`src/rtl/dbs_pkg.sv`:
```
// Shared definitions for the dynamic bus sizing controller.
// Assumes a 32-bit operand path split into four byte lanes, lane 0 on bits 31:24.
package dbs_pkg;

    localparam int LANES  = 4;
    localparam int LANE_W = 8;
    localparam int OP_W   = LANES * LANE_W;

    // Port width acknowledge codes
    typedef enum logic [1:0] {
        ACK_WAIT = 2'b00,
        ACK_P8   = 2'b01,
        ACK_P16  = 2'b10,
        ACK_P32  = 2'b11
    } ack_e;

    // Size code to byte count; code 00 means four bytes
    function automatic logic [2:0] code_to_count(input logic [1:0] code);
        return (code == 2'b00) ? 3'd4 : {1'b0, code};
    endfunction

    // Bytes a port can take starting at the given long-word offset
    function automatic logic [2:0] port_room(input ack_e ack, input logic [1:0] off);
        case (ack)
            ACK_P32: return 3'd4 - {1'b0, off};
            ACK_P16: return 3'd2 - {2'b00, off[0]};
            ACK_P8:  return 3'd1;
            default: return 3'd0;
        endcase
    endfunction

    // First lane used by a port for the given long-word offset
    function automatic logic [1:0] port_first_lane(input ack_e ack, input logic [1:0] off);
        case (ack)
            ACK_P32: return off;
            ACK_P16: return {1'b0, off[0]};
            default: return 2'b00;
        endcase
    endfunction

endpackage

```
`src/rtl/dbs_sequencer.sv`:
```
// Transfer sequencer: accepts a request when idle, keeps the remaining byte
// count and current address, and retires bytes on each non-wait acknowledge.
// Assumes bus_ack is only meaningful while a cycle is in progress.
module dbs_sequencer
    import dbs_pkg::*;
#(
    parameter int ADDR_W = 32
) (
    input  logic              clk,
    input  logic              rst_n,
    input  logic              req_valid,
    input  logic              req_write,
    input  logic [1:0]        req_size,
    input  logic [ADDR_W-1:0] req_addr,
    input  logic [OP_W-1:0]   req_wdata,
    input  logic              req_cachable,
    input  logic [1:0]        bus_ack,
    output logic              busy,
    output logic              start,
    output logic              advance,
    output logic [2:0]        step_bytes,
    output logic [1:0]        first_lane,
    output logic [2:0]        remaining,
    output logic [2:0]        op_count,
    output logic [ADDR_W-1:0] cur_addr,
    output logic              op_write,
    output logic [OP_W-1:0]   op_wdata,
    output logic              op_cachable,
    output logic              done
);

    ack_e       ack;
    logic [2:0] room;
    logic       last;

    // Decode acknowledge and work out how many bytes this cycle retires
    always_comb begin
        ack        = ack_e'(bus_ack);
        room       = port_room(ack, cur_addr[1:0]);
        first_lane = port_first_lane(ack, cur_addr[1:0]);
        step_bytes = (remaining < room) ? remaining : room;
        start      = req_valid && !busy;
        advance    = busy && (ack != ACK_WAIT);
        last       = advance && (step_bytes == remaining);
    end

    // Request capture, count and address bookkeeping, completion pulse
    always_ff @(posedge clk) begin
        if (!rst_n) begin
            busy        <= 1'b0;
            remaining   <= 3'd0;
            op_count    <= 3'd0;
            cur_addr    <= '0;
            op_write    <= 1'b0;
            op_wdata    <= '0;
            op_cachable <= 1'b0;
            done        <= 1'b0;
        end else begin
            done <= last;
            if (start) begin
                busy        <= 1'b1;
                remaining   <= code_to_count(req_size);
                op_count    <= code_to_count(req_size);
                cur_addr    <= req_addr;
                op_write    <= req_write;
                op_wdata    <= req_wdata;
                op_cachable <= req_cachable;
            end else if (advance) begin
                remaining <= remaining - step_bytes;
                cur_addr  <= cur_addr + ADDR_W'(step_bytes);
                if (last) begin
                    busy <= 1'b0;
                end
            end
        end
    end

endmodule

```
`src/rtl/dbs_write_lanes.sv`:
```
// Write lane steering: places the next operand bytes on every lane that an
// 8-, 16- or 32-bit port could read at the current offset, so the lanes are
// correct before the port width is known. Lanes past the operand end are zero.
module dbs_write_lanes
    import dbs_pkg::*;
(
    input  logic [2:0]      op_count,
    input  logic [2:0]      remaining,
    input  logic [1:0]      offset,
    input  logic [OP_W-1:0] op_wdata,
    output logic [OP_W-1:0] lane_data
);

    logic [2:0] sent;

    // Bytes already moved decide which operand byte is next
    always_comb begin
        sent = op_count - remaining;
    end

    for (genvar ln = 0; ln < LANES; ln++) begin : g_lane
        logic [1:0]      rel;
        logic [2:0]      idx;
        logic [2:0]      shift_bytes;
        logic [OP_W-1:0] shifted;

        // Pick the operand byte this lane must carry for the current offset
        always_comb begin
            case (offset)
                2'd0:    rel = 2'(ln);
                2'd1:    rel = (ln == 0) ? 2'd0 : 2'(ln - 1);
                2'd2:    rel = 2'(ln % 2);
                default: rel = 2'd0;
            endcase
            idx         = sent + {1'b0, rel};
            shift_bytes = op_count - 3'd1 - idx;
            shifted     = op_wdata >> {shift_bytes, 3'b000};
            lane_data[OP_W-1-LANE_W*ln -: LANE_W] =
                (idx < op_count) ? shifted[LANE_W-1:0] : '0;
        end
    end

endmodule

```
`src/rtl/dbs_read_assemble.sv`:
```
// Read assembly: on each acknowledged read cycle, copies the accepted bytes
// from their lanes into a right-justified operand register. Lanes outside the
// accepted bytes are never sampled. Cleared when a new request starts.
module dbs_read_assemble
    import dbs_pkg::*;
(
    input  logic            clk,
    input  logic            rst_n,
    input  logic            start,
    input  logic            advance,
    input  logic            op_write,
    input  logic [2:0]      op_count,
    input  logic [2:0]      remaining,
    input  logic [2:0]      step_bytes,
    input  logic [1:0]      first_lane,
    input  logic [OP_W-1:0] bus_rdata,
    output logic [OP_W-1:0] rd_data
);

    logic [OP_W-1:0] asm_next;
    logic [2:0]      sent;

    // Compute the operand with this cycle's accepted bytes merged in
    always_comb begin
        sent     = op_count - remaining;
        asm_next = rd_data;
        for (int i = 0; i < LANES; i++) begin
            int src_lane;
            int dst_pos;
            src_lane = int'(first_lane) + i;
            dst_pos  = int'(op_count) - 1 - int'(sent) - i;
            if ((3'(i) < step_bytes) && (dst_pos >= 0) && (src_lane < LANES)) begin
                asm_next[LANE_W*dst_pos +: LANE_W] =
                    bus_rdata[LANE_W*(LANES-1-src_lane) +: LANE_W];
            end
        end
    end

    // Hold the operand register; clear on start, update on read acknowledges
    always_ff @(posedge clk) begin
        if (!rst_n) begin
            rd_data <= '0;
        end else if (start) begin
            rd_data <= '0;
        end else if (advance && !op_write) begin
            rd_data <= asm_next;
        end
    end

endmodule

```
`src/rtl/dbs_fill_capture.sv`:
```
// Cache fill capture: after each acknowledged cachable read cycle, reports
// every byte the port drove (operand and neighbours) in long-word memory
// order with a per-byte valid mask. Assumes narrow ports sit on upper lanes.
module dbs_fill_capture
    import dbs_pkg::*;
#(
    parameter int ADDR_W = 32
) (
    input  logic              clk,
    input  logic              rst_n,
    input  logic              advance,
    input  logic              op_write,
    input  logic              op_cachable,
    input  logic [1:0]        bus_ack,
    input  logic [ADDR_W-1:0] cur_addr,
    input  logic [OP_W-1:0]   bus_rdata,
    output logic              fill_valid,
    output logic [ADDR_W-1:0] fill_addr,
    output logic [LANES-1:0]  fill_mask,
    output logic [OP_W-1:0]   fill_data
);

    logic [LANES-1:0] mask_d;
    logic [OP_W-1:0]  data_d;

    for (genvar k = 0; k < LANES; k++) begin : g_byte
        logic       hit;
        logic [1:0] lane;

        // Find whether memory byte k arrived, and on which lane
        always_comb begin
            case (ack_e'(bus_ack))
                ACK_P32: begin
                    hit  = 1'b1;
                    lane = 2'(k);
                end
                ACK_P16: begin
                    hit  = (1'(k / 2) == cur_addr[1]);
                    lane = 2'(k % 2);
                end
                ACK_P8: begin
                    hit  = (2'(k) == cur_addr[1:0]);
                    lane = 2'd0;
                end
                default: begin
                    hit  = 1'b0;
                    lane = 2'd0;
                end
            endcase
            mask_d[k] = hit;
            data_d[OP_W-1-LANE_W*k -: LANE_W] =
                hit ? bus_rdata[LANE_W*(LANES-1-int'(lane)) +: LANE_W] : '0;
        end
    end

    // Register the fill report for one clock after a cachable read cycle
    always_ff @(posedge clk) begin
        if (!rst_n) begin
            fill_valid <= 1'b0;
            fill_addr  <= '0;
            fill_mask  <= '0;
            fill_data  <= '0;
        end else begin
            fill_valid <= advance && !op_write && op_cachable;
            if (advance && !op_write && op_cachable) begin
                fill_addr <= {cur_addr[ADDR_W-1:2], 2'b00};
                fill_mask <= mask_d;
                fill_data <= data_d;
            end
        end
    end

endmodule

```
`src/rtl/dyn_bus_sizer.sv`:
```
// Dynamic bus sizing controller top: splits one operand transfer into bus
// cycles sized to the port width the acknowledge reports, steers write lanes,
// gathers read lanes and reports cachable fills. Synchronous active-low reset.
module dyn_bus_sizer
    import dbs_pkg::*;
#(
    parameter int ADDR_W = 32
) (
    input  logic              clk,
    input  logic              rst_n,
    input  logic              req_valid,
    input  logic              req_write,
    input  logic [1:0]        req_size,
    input  logic [ADDR_W-1:0] req_addr,
    input  logic [31:0]       req_wdata,
    input  logic              req_cachable,
    input  logic [1:0]        bus_ack,
    input  logic [31:0]       bus_rdata,
    output logic              bus_cycle,
    output logic [1:0]        bus_size_code,
    output logic [ADDR_W-1:0] bus_addr,
    output logic              bus_write,
    output logic [31:0]       bus_wdata,
    output logic              bus_cachable,
    output logic              done,
    output logic [31:0]       rd_data,
    output logic              fill_valid,
    output logic [ADDR_W-1:0] fill_addr,
    output logic [3:0]        fill_mask,
    output logic [31:0]       fill_data
);

    logic              busy;
    logic              start;
    logic              advance;
    logic [2:0]        step_bytes;
    logic [1:0]        first_lane;
    logic [2:0]        remaining;
    logic [2:0]        op_count;
    logic [ADDR_W-1:0] cur_addr;
    logic              op_write;
    logic [OP_W-1:0]   op_wdata;
    logic              op_cachable;

    dbs_sequencer #(.ADDR_W(ADDR_W)) seq_i (
        .clk          (clk),
        .rst_n        (rst_n),
        .req_valid    (req_valid),
        .req_write    (req_write),
        .req_size     (req_size),
        .req_addr     (req_addr),
        .req_wdata    (req_wdata),
        .req_cachable (req_cachable),
        .bus_ack      (bus_ack),
        .busy         (busy),
        .start        (start),
        .advance      (advance),
        .step_bytes   (step_bytes),
        .first_lane   (first_lane),
        .remaining    (remaining),
        .op_count     (op_count),
        .cur_addr     (cur_addr),
        .op_write     (op_write),
        .op_wdata     (op_wdata),
        .op_cachable  (op_cachable),
        .done         (done)
    );

    dbs_write_lanes wr_i (
        .op_count  (op_count),
        .remaining (remaining),
        .offset    (cur_addr[1:0]),
        .op_wdata  (op_wdata),
        .lane_data (bus_wdata)
    );

    dbs_read_assemble rd_i (
        .clk        (clk),
        .rst_n      (rst_n),
        .start      (start),
        .advance    (advance),
        .op_write   (op_write),
        .op_count   (op_count),
        .remaining  (remaining),
        .step_bytes (step_bytes),
        .first_lane (first_lane),
        .bus_rdata  (bus_rdata),
        .rd_data    (rd_data)
    );

    dbs_fill_capture #(.ADDR_W(ADDR_W)) fill_i (
        .clk         (clk),
        .rst_n       (rst_n),
        .advance     (advance),
        .op_write    (op_write),
        .op_cachable (op_cachable),
        .bus_ack     (bus_ack),
        .cur_addr    (cur_addr),
        .bus_rdata   (bus_rdata),
        .fill_valid  (fill_valid),
        .fill_addr   (fill_addr),
        .fill_mask   (fill_mask),
        .fill_data   (fill_data)
    );

    // Drive the bus-side cycle qualifiers from sequencer state
    always_comb begin
        bus_cycle     = busy;
        bus_size_code = remaining[1:0];
        bus_addr      = cur_addr;
        bus_write     = op_write;
        bus_cachable  = busy && op_cachable && !op_write;
    end

endmodule

```
`config.mk`:
```
export PLATFORM = sky130hd
export DESIGN_NAME = dyn_bus_sizer
export DESIGN_NICKNAME = d
export VERILOG_FILES = /design/src/rtl/dbs_pkg.sv /design/src/rtl/dbs_sequencer.sv /design/src/rtl/dbs_write_lanes.sv /design/src/rtl/dbs_read_assemble.sv /design/src/rtl/dbs_fill_capture.sv /design/src/rtl/dyn_bus_sizer.sv
export SDC_FILE = /design/constraint.sdc
export NUM_CORES = 1
export LEC_CHECK = 0
export ABC_AREA = 1
export BUFFER_PORTS_ARGS = -buffer_cell sky130_fd_sc_hd__buf_2
export CAP_MARGIN = 20
export CELL_PAD_IN_SITES_DETAIL_PLACEMENT = 0
export CELL_PAD_IN_SITES_GLOBAL_PLACEMENT = 1
export CORE_UTILIZATION = 39
export DETAILED_ROUTE_END_ITERATION = 6
export PLACE_DENSITY = 0.93
export SLEW_MARGIN = 20
export SYNTH_ARGS = -nofsm -noshare
export SYNTH_HDL_FRONTEND = slang
export SYNTH_SLANG_ARGS = --single-unit
```
`constraint.sdc`:
```
create_clock -name clk -period 5.86 [get_ports clk]
set_input_delay 0.586 -clock clk [delete_from_list [all_inputs] [get_ports clk]]
set_output_delay 0.586 -clock clk [all_outputs]
set_load 0.01 [all_outputs]
```
==> metrics list, run 1 <==
- Result of the run: completed
* Vias after detailed routing: 17784
* Class of the most critical setup path: reg -> reg
- The total area inside the core boundary comes to 0.0377 mm2.
* Leakage Power: ~8.3 nW
- Hold violation total from the final report: 0
- Beginning of the worst register-to-register path: seq_i.remaining[1]
- STA puts the critical path data required time at roughly 6.3 ns.
- Die Footprint: slightly below 0.04 mm2
* Kind of path behind the tightest hold check: in -> reg
* Post-route ant nets: 0
* Maximum number of pins on one net before global-route repair: slightly below 90
* Register bit count reported by yosys: between 150 and 200
* Average routed wire per standard cell: 18.5 um
* Clock tree from TritonCTS: yes
* Effective utilization at floorplan: around two fifths
- Top-level port count: approximately 280
- Input and output buffers added on the ports amount to about 270.
* Sink count of the clock tree: about 170
* Cell count after synthesis: around 2500
- Main combinational cell family by area after synthesis: simple AND/OR/NAND/NOR gates
- Setup TNS: 0 ns
- The synthesized netlist contains 58 unique library cells.
* Clock period minus final worst setup slack: between 5 and 6 ns
- Final Skew: 0.0121 ns
- Using the TritonRoute via totals, the vias-per-cell ratio works out to between 5 and 6.
- Critical path endpoint category: flop
- Placed wire-length estimate: 45100 um
- Area share of fa/ha/maj cells after synthesis: under 10%
- Total clock buffers created by CTS: 17
- Leaving out fill and tap cells, the most frequent cell in the layout is sky130_fd_sc_hd__nand2_1.
- Yosys mapped a number of flops with a built-in enable equal to 0.
- Post-synth ARST share: 0%
* Seq/Total Area, Yosys: 23.2%
- Clk pin slew, worst setup/hold paths: about 0.070 ns
* Post-synthesis mux area share: 1.41%
- Drt drc: 0
- Latest clock arrival within the worst-skew pair: 0.47 ns
* CP Max Fanout: 10
* WP data arrival: between 5 and 6 ns
- Among all flip-flop cells after synthesis, the most frequent one is sky130_fd_sc_hd__dfxtp_1.
* Syn. warnings: 0
- For the pin with the worst max-slew slack, the measured transition is a little over 1 ns.
- Die H: 198 um
- Pre-Repair DR Iteration Count: 6
- Area Overhead vs Synth: 16.1%
* Beginning of the critical path: seq_i.remaining[1]
- At the end of routability-driven placement, the weighted congestion stood at 0.985.
- H-tree depth: 4
- After detailed routing, the total wire length is 59600 um.
- Number of endpoints failing setup at the final stage: 0
- Peak Freq: about 180 MHz
* Fraction of layout cells with a size suffix above 1: 16.7%
- Max VDD drop: 234 uV
* Fraction of the mapped netlist area in simple logic gates: a little under two fifths
* Netlist Area Pre-Place: 0.0149 mm2
- Overall overflow remaining after global route: 0
- Cell area power density: between 300 and 400 mW/mm2
- Maximum count of clock buffers along a single path: 2
* Unrepaired setup endpoints after global routing: false
* Count of final max-slew check failures: 0
- Hold repair after CTS inserted 0 buffers.
- Hold is met by 0.382 ns.
- In the layout the commonest cells are sky130_fd_sc_hd__nand2_1 (646), sky130_fd_sc_hd__nor2_1 (341), sky130_fd_sc_hd__buf_2 (273).
- After layout, the worst path uses 92.6% of the clock period.
- Power comes to about 0.0067 W.
- STA classifies the critical path startpoint as a flop.
- First-pass GRT wire length: 92500 um
- The initial antenna violation count was 7.
* Share of the synthesized area in compound gates (AO/OA/AOI/OAI): 18.5%
* Number of violations reported at the end of detailed-routing iteration 0: 1396
- Max-cap violations in this run came to 0.
- CTS root buf: sky130_fd_sc_hd__clkbuf_16
- The die is approximately 200 um wide.
- Average cell area after synthesis: ~6 um2
- Overall global routing resource usage: a little under a third
- In this run the core area contains ~70 standard-cell rows.
* Via count of the first global-routing pass: between 15000 and 20000
- NumNets Final: 2866
- Slew headroom: a little under a third
* Area share of xor/xnor cells in the synthesized design: slightly above 3%
- Startpoint of the lowest-slack hold path: req_wdata[17]
[critical path, stage by stage (launching register included)]
cell and delay (ns):
sky130_fd_sc_hd__dfxtp_1 0.49, sky130_fd_sc_hd__inv_1 0.11, sky130_fd_sc_hd__fa_1 0.45, sky130_fd_sc_hd__or2_2 0.30
sky130_fd_sc_hd__nand2_1 0.22, sky130_fd_sc_hd__ha_1 0.32, sky130_fd_sc_hd__inv_2 0.09, sky130_fd_sc_hd__nand2_1 0.07
sky130_fd_sc_hd__nand2_1 0.29, sky130_fd_sc_hd__ha_1 0.35, sky130_fd_sc_hd__xor2_2 0.28, sky130_fd_sc_hd__nand2_1 0.14
sky130_fd_sc_hd__clkinv_1 0.06, sky130_fd_sc_hd__nor2_1 0.06, sky130_fd_sc_hd__buf_4 0.22, sky130_fd_sc_hd__nor2_1 0.10
sky130_fd_sc_hd__nand3_1 0.07, sky130_fd_sc_hd__nand2_1 0.07, sky130_fd_sc_hd__nand2_1 0.05, sky130_fd_sc_hd__a21oi_1 0.11
sky130_fd_sc_hd__nand3_1 0.18, sky130_fd_sc_hd__nor3_4 0.47, sky130_fd_sc_hd__nand4_4 0.31, sky130_fd_sc_hd__nor2_1 0.18
sky130_fd_sc_hd__nor2_1 0.07, sky130_fd_sc_hd__nand2_1 0.10, sky130_fd_sc_hd__nand2_1 0.07, sky130_fd_sc_hd__a21oi_2 0.11
[sequential cells by signal, summed over array words and instances (netlist names)]
register           flops
seq_i.cur_addr        32
fill_i.fill_data      32
fill_i.fill_addr      30
seq_i.done             1
seq_i.op_count         3
fill_i.fill_valid      1
rd_i.rd_data          32
seq_i.op_write         1
seq_i.busy             1
fill_i.fill_mask       4
seq_i.op_wdata        32
seq_i.remaining        3
seq_i.op_cachable      1
[Yosys cell counts, drive strengths merged, types with 3 or more instances]
cell type    n  share of area, %
inv        240               6.0
nand3      154               5.3
or2          4              0.17
xnor2        6              0.35
ha          52               4.4
nor3        27               1.1
a221oi      26               1.5
o22ai        4              0.17
nor4         8              0.34
nand2      666                17
xor2        44               2.7
fa           9               1.2
buf         29               1.2
a21oi      208               7.1
a211oi       5              0.25
nand4       79               3.8
mux2i       21               1.4
clkinv       5              0.13
nand3b       5              0.25
nor2       370                10
a31oi        6              0.25
a311oi       7              0.41
o21ai      194               6.5
o211ai      32               1.6
clkbuf     100               2.5
o21a         3              0.15
dfxtp      173                23
[metrics by stage]
step	instance area, um2	std cells	setup WS, ns	utilization, %
finish	17300	3227	0.436	46.0
global route	17300	3226	0.0161	46.0
CTS	17300	3223	0.364	45.9
detailed placement	16700	3191	0.392	44.4
global placement	16700	3191	0.501	44.4
floorplan	14900	2493	0.868	-
[routing by layer]
layer | GRT usage, % | up-vias | wire [um]
li1 | - | 8626 | -
met1 | 40.5 | 8297 | 26400
met2 | 48.1 | 753 | 26800
met3 | 6.40 | 100 | 5000
met4 | 9.53 | 8 | 1440
met5 | 0 | - | 51
[repair_timing]
| action | 4_1_cts | 5_1_grt |
|---|---|---|
| setup endpoints to repair | 0 | 31 |
| resized for setup | 0 | 5 |
| setup buffers | 0 | 1 |
[power breakdown]
| group | switching, W | total (W) | internal, W |
|---|---|---|---|
| Clock | 0.000559 | 0.00115 | 0.000590 |
| Combinational | 0.00300 | 0.00419 | 0.00119 |
| Sequential | 0.0000781 | 0.00132 | 0.00124 |
| Total | 0.00364 | 0.00666 | 0.00302 |
[worst paths after layout]
path,end,slack (ns),cells after the start
max,rd_i.rd_data[12],0.44,27
min,seq_i.op_wdata[17],0.38,3
max reg2reg,rd_i.rd_data[12],0.44,27
min reg2reg,fill_i.fill_data[11],0.46,2
[logic make-up after synthesis]
| kind of cell | Yosys count |
|---|---|
| and+or+nand+nor | 1317 |
| AOI/OAI and AO/OA | 495 |
| buffers and inverters | 374 |
| muxes | 21 |
| other | 1 |
| xor gates and xnor gates | 50 |
| DFF | 173 |
| adders and majority gates | 61 |
[area by class of cell]
class,instances,area (um2)
Inverter,245,921
Antenna cell,3,7.51
Multi-Input combinational cell,1946,10000
Timing Repair Buffer,317,1700
Clock inverter,11,101
Tap cell,511,639
Fill cell,4135,20300
Clock buffer,21,470
Sequential cell,173,3460
Note: power is estimated with default switching activity, not from simulation.
==> run 2: changes to the inputs <==
PLACE_DENSITY = default   (was 0.93)
PLACE_DENSITY_LB_ADDON = 0.3   (was default)
==> metrics list, run 2 (synthesis gave the netlist of run 1 again) <==
- Result of the run: completed
- Final Skew: 0.0121 ns
- Post CTS Setup Buffer Count: 0
- Number of buffer and inverter instances along the worst setup path: 6
- Cell area power density: 389 mW/mm2
- Summing over every cut layer, the via total after detailed routing is 17578.
- The HPWL after detailed placement is 45200 um.
* Slack of the worst reg-to-reg path: ~0.5 ns
- Top-level port count: between 200 and 300
- CP Max Fanout: 12
- Entering global routing, the biggest net connects between 80 and 90 pins.
- Leakage Power: 8.38 nW
* Unrepaired setup endpoints after global routing: false
* Routability cong.: between 0.9 and 1
- The library cell used most frequently in the layout, excluding fill and tap cells, is sky130_fd_sc_hd__nand2_1.
* WP data arrival: roughly 5.7 ns
- In this run the tightest slew margin relative to its limit is between 30% and 40%.
* Top Family by Delay on Critical Path: simple AND/OR/NAND/NOR gates
- Dividing the detail-routed via count by the number of cells gives about 5.4.
- At the placement stage, the worst setup path has a slack of 0.282 ns.
- Average routed wire per standard cell: 18.5 um
- The later pin in the worst-skew pair is clocked with a latency of 0.45 ns.
- The clock drives 173 sinks.
* Worst-case reg-to-reg path depth: 32
- Drt drc: 0
- Final worst-path cycle share: between 90% and 100%
* Library cell appearing most often on the critical path: sky130_fd_sc_hd__nand2_1
* Hold-critical path endpoint: seq_i.op_wdata[17]
- Maximum Capacitance Violations: 0
- Actual transition at the worst max-transition pin: 1.02 ns
- The worst setup path is launched from a flop.
* Final Routed Wirelength: 60000 um
- Longest individual stage delay on the worst path: roughly 0.43 ns
- Effective utilization at floorplan: roughly two fifths
* Startpoint of the lowest-slack hold path: req_wdata[17]
* Initial antenna violation count: 7
- The path class of the tightest hold or removal check is in -> reg.
- The slowest stage of the critical path is the sky130_fd_sc_hd__ha_2 cell.
* Hold Path Cell Cnt: 3
* Buffers added on ports: 273
- The post-route netlist has 17.0% of its cells at a drive strength greater than 1.
- The region available for standard cell placement spans roughly 0.038 mm2.
- Via count of the first global-routing pass: 16622
* Pre-Repair DR Iteration Count: 5
- Summed over all failing endpoints, the final setup total negative slack is 0 ns.
- Critical path endpoint category: flop
* Maximum count of clock buffers along a single path: 2
- Peak Freq: between 150 and 200 MHz
- NumNets Final: around 2900
- H-tree depth: 4
* Hold violation total from the final report: 0
- Total clock buffers created by CTS: 17
- The area growth from synthesis to layout is 16.9%.
* Die H: 198 um
- The worst path needs 5.35 ns of the cycle, external delays included.
- Number of endpoints failing setup at the final stage: 0
- CTS root buf: sky130_fd_sc_hd__clkbuf_16
- The floorplan step defined a die boundary enclosing 0.0391 mm2.
* X dimension of the die: around 200 um
- After layout, the worst setup slack is 0.506 ns.
- Data on the critical path is required at its endpoint by 6.20 ns.
- Hold buffer count at CTS: 0
- Leaving out fill and tap cells, the most frequent cells in the layout are sky130_fd_sc_hd__nand2_1 (646), sky130_fd_sc_hd__nor2_1 (340), sky130_fd_sc_hd__buf_2 (273).
- TritonCTS built the clock tree.
* Count of final max-slew check failures: 0
- The first global-routing pass estimated about 93000 um of wire.
* Clk pin slew, worst setup/hold paths: approximately 0.080 ns
* Post-route ant nets: 0
* Beginning of the worst register-to-register path: seq_i.op_count[0]
- Terminus of the critical flop-to-flop path: rd_i.rd_data[4]
- The initialized floorplan defines just over 70 standard-cell rows.
- After global routing the overflow that remains totals 0.
- Overall global routing resource usage: between 30 and 40%
- Max VDD drop: about 220 uV
* Class of the most critical setup path: reg -> reg
- Number of violations reported at the end of detailed-routing iteration 0: between 1000 and 1500
[run 2: changes by cell type in the layout (fill, tap and decap cells not counted), sizes merged]
cell,delta
clkinv,-1
diode,+1
clkinvlp,-1
buf,+7
bufinv,+2
clkbuf,-1
inv,+1
[run 2: metal layers]
| layer | up-vias | wire length [um] | track usage, % |
|---|---|---|---|
| li1 | 8637 | - | - |
| met1 | 8092 | 25100 | 39.0 |
| met2 | 714 | 27800 | 49.6 |
| met3 | 127 | 4850 | 6.44 |
| met4 | 8 | 2200 | 13.0 |
| met5 | - | 45 | 0 |
[run 2: what timing repair did]
item / CTS / global route
endpoints found under the setup margin: 0 / 32
resized for setup: 0 / 9
endpoints found under the hold margin: 0 / 0
[run 2: worst max-delay path by stage]
stage                            from          endpoint  slack [ns]  depth (start not counted)
floorplan           seq_i.op_count[0]  rd_i.rd_data[24]        0.87                         28
global placement    seq_i.op_count[0]  rd_i.rd_data[11]        0.39                         29
detailed placement  seq_i.op_count[0]  rd_i.rd_data[31]        0.28                         30
CTS                 seq_i.op_count[0]  rd_i.rd_data[11]        0.26                         29
global route        seq_i.op_count[0]  rd_i.rd_data[21]        0.01                         29
finish              seq_i.op_count[0]   rd_i.rd_data[4]        0.51                         32
[run 2: final cells by class]
class	count	area (um2)
Clock buffer	20	457
Timing Repair Buffer	324	1760
Inverter	245	921
Fill cell	4099	20200
Antenna cell	4	10.0
Sequential cell	173	3460
Clock inverter	12	148
Multi-Input combinational cell	1946	10000
Tap cell	511	639
[run 2: through the flow]
| step | power [W] | cells | cell area [um2] | hold WS (ns) | utilization, % |
|---|---|---|---|---|---|
| 6_report | 0.00678 | 3235 | 17400 | 0.386 | 46.3 |
| 5_1_grt | 0.00721 | 3234 | 17400 | 0.389 | 46.3 |
| 4_1_cts | 0.00669 | 3231 | 17400 | 0.369 | 46.2 |
| 3_5_place_dp | 0.00546 | 3199 | 16800 | 0.451 | 44.6 |
| 3_3_place_gp | 0.00542 | 3199 | 16800 | 0.446 | 44.6 |
| 2_1_floorplan | 0.00409 | 2493 | 14900 | 0.451 | - |
[run 2: where the power goes]
group	internal [W]	leakage, nW	switching, W
combinational	0.00123	6.67	0.00300
clock	0.000664	0.295	0.000561
sequential	0.00124	1.41	0.0000793
total	0.00314	8.38	0.00364
[run 2: worst reg2reg max path: cells and delay by family, from the launching register on]
family	cells	cell delay, ns
buffers and inverters	6	0.62
adders and majority gates	4	1.17
AOI/OAI and AO/OA	3	0.40
and+or+nand+nor	19	2.67
DFF	1	0.39
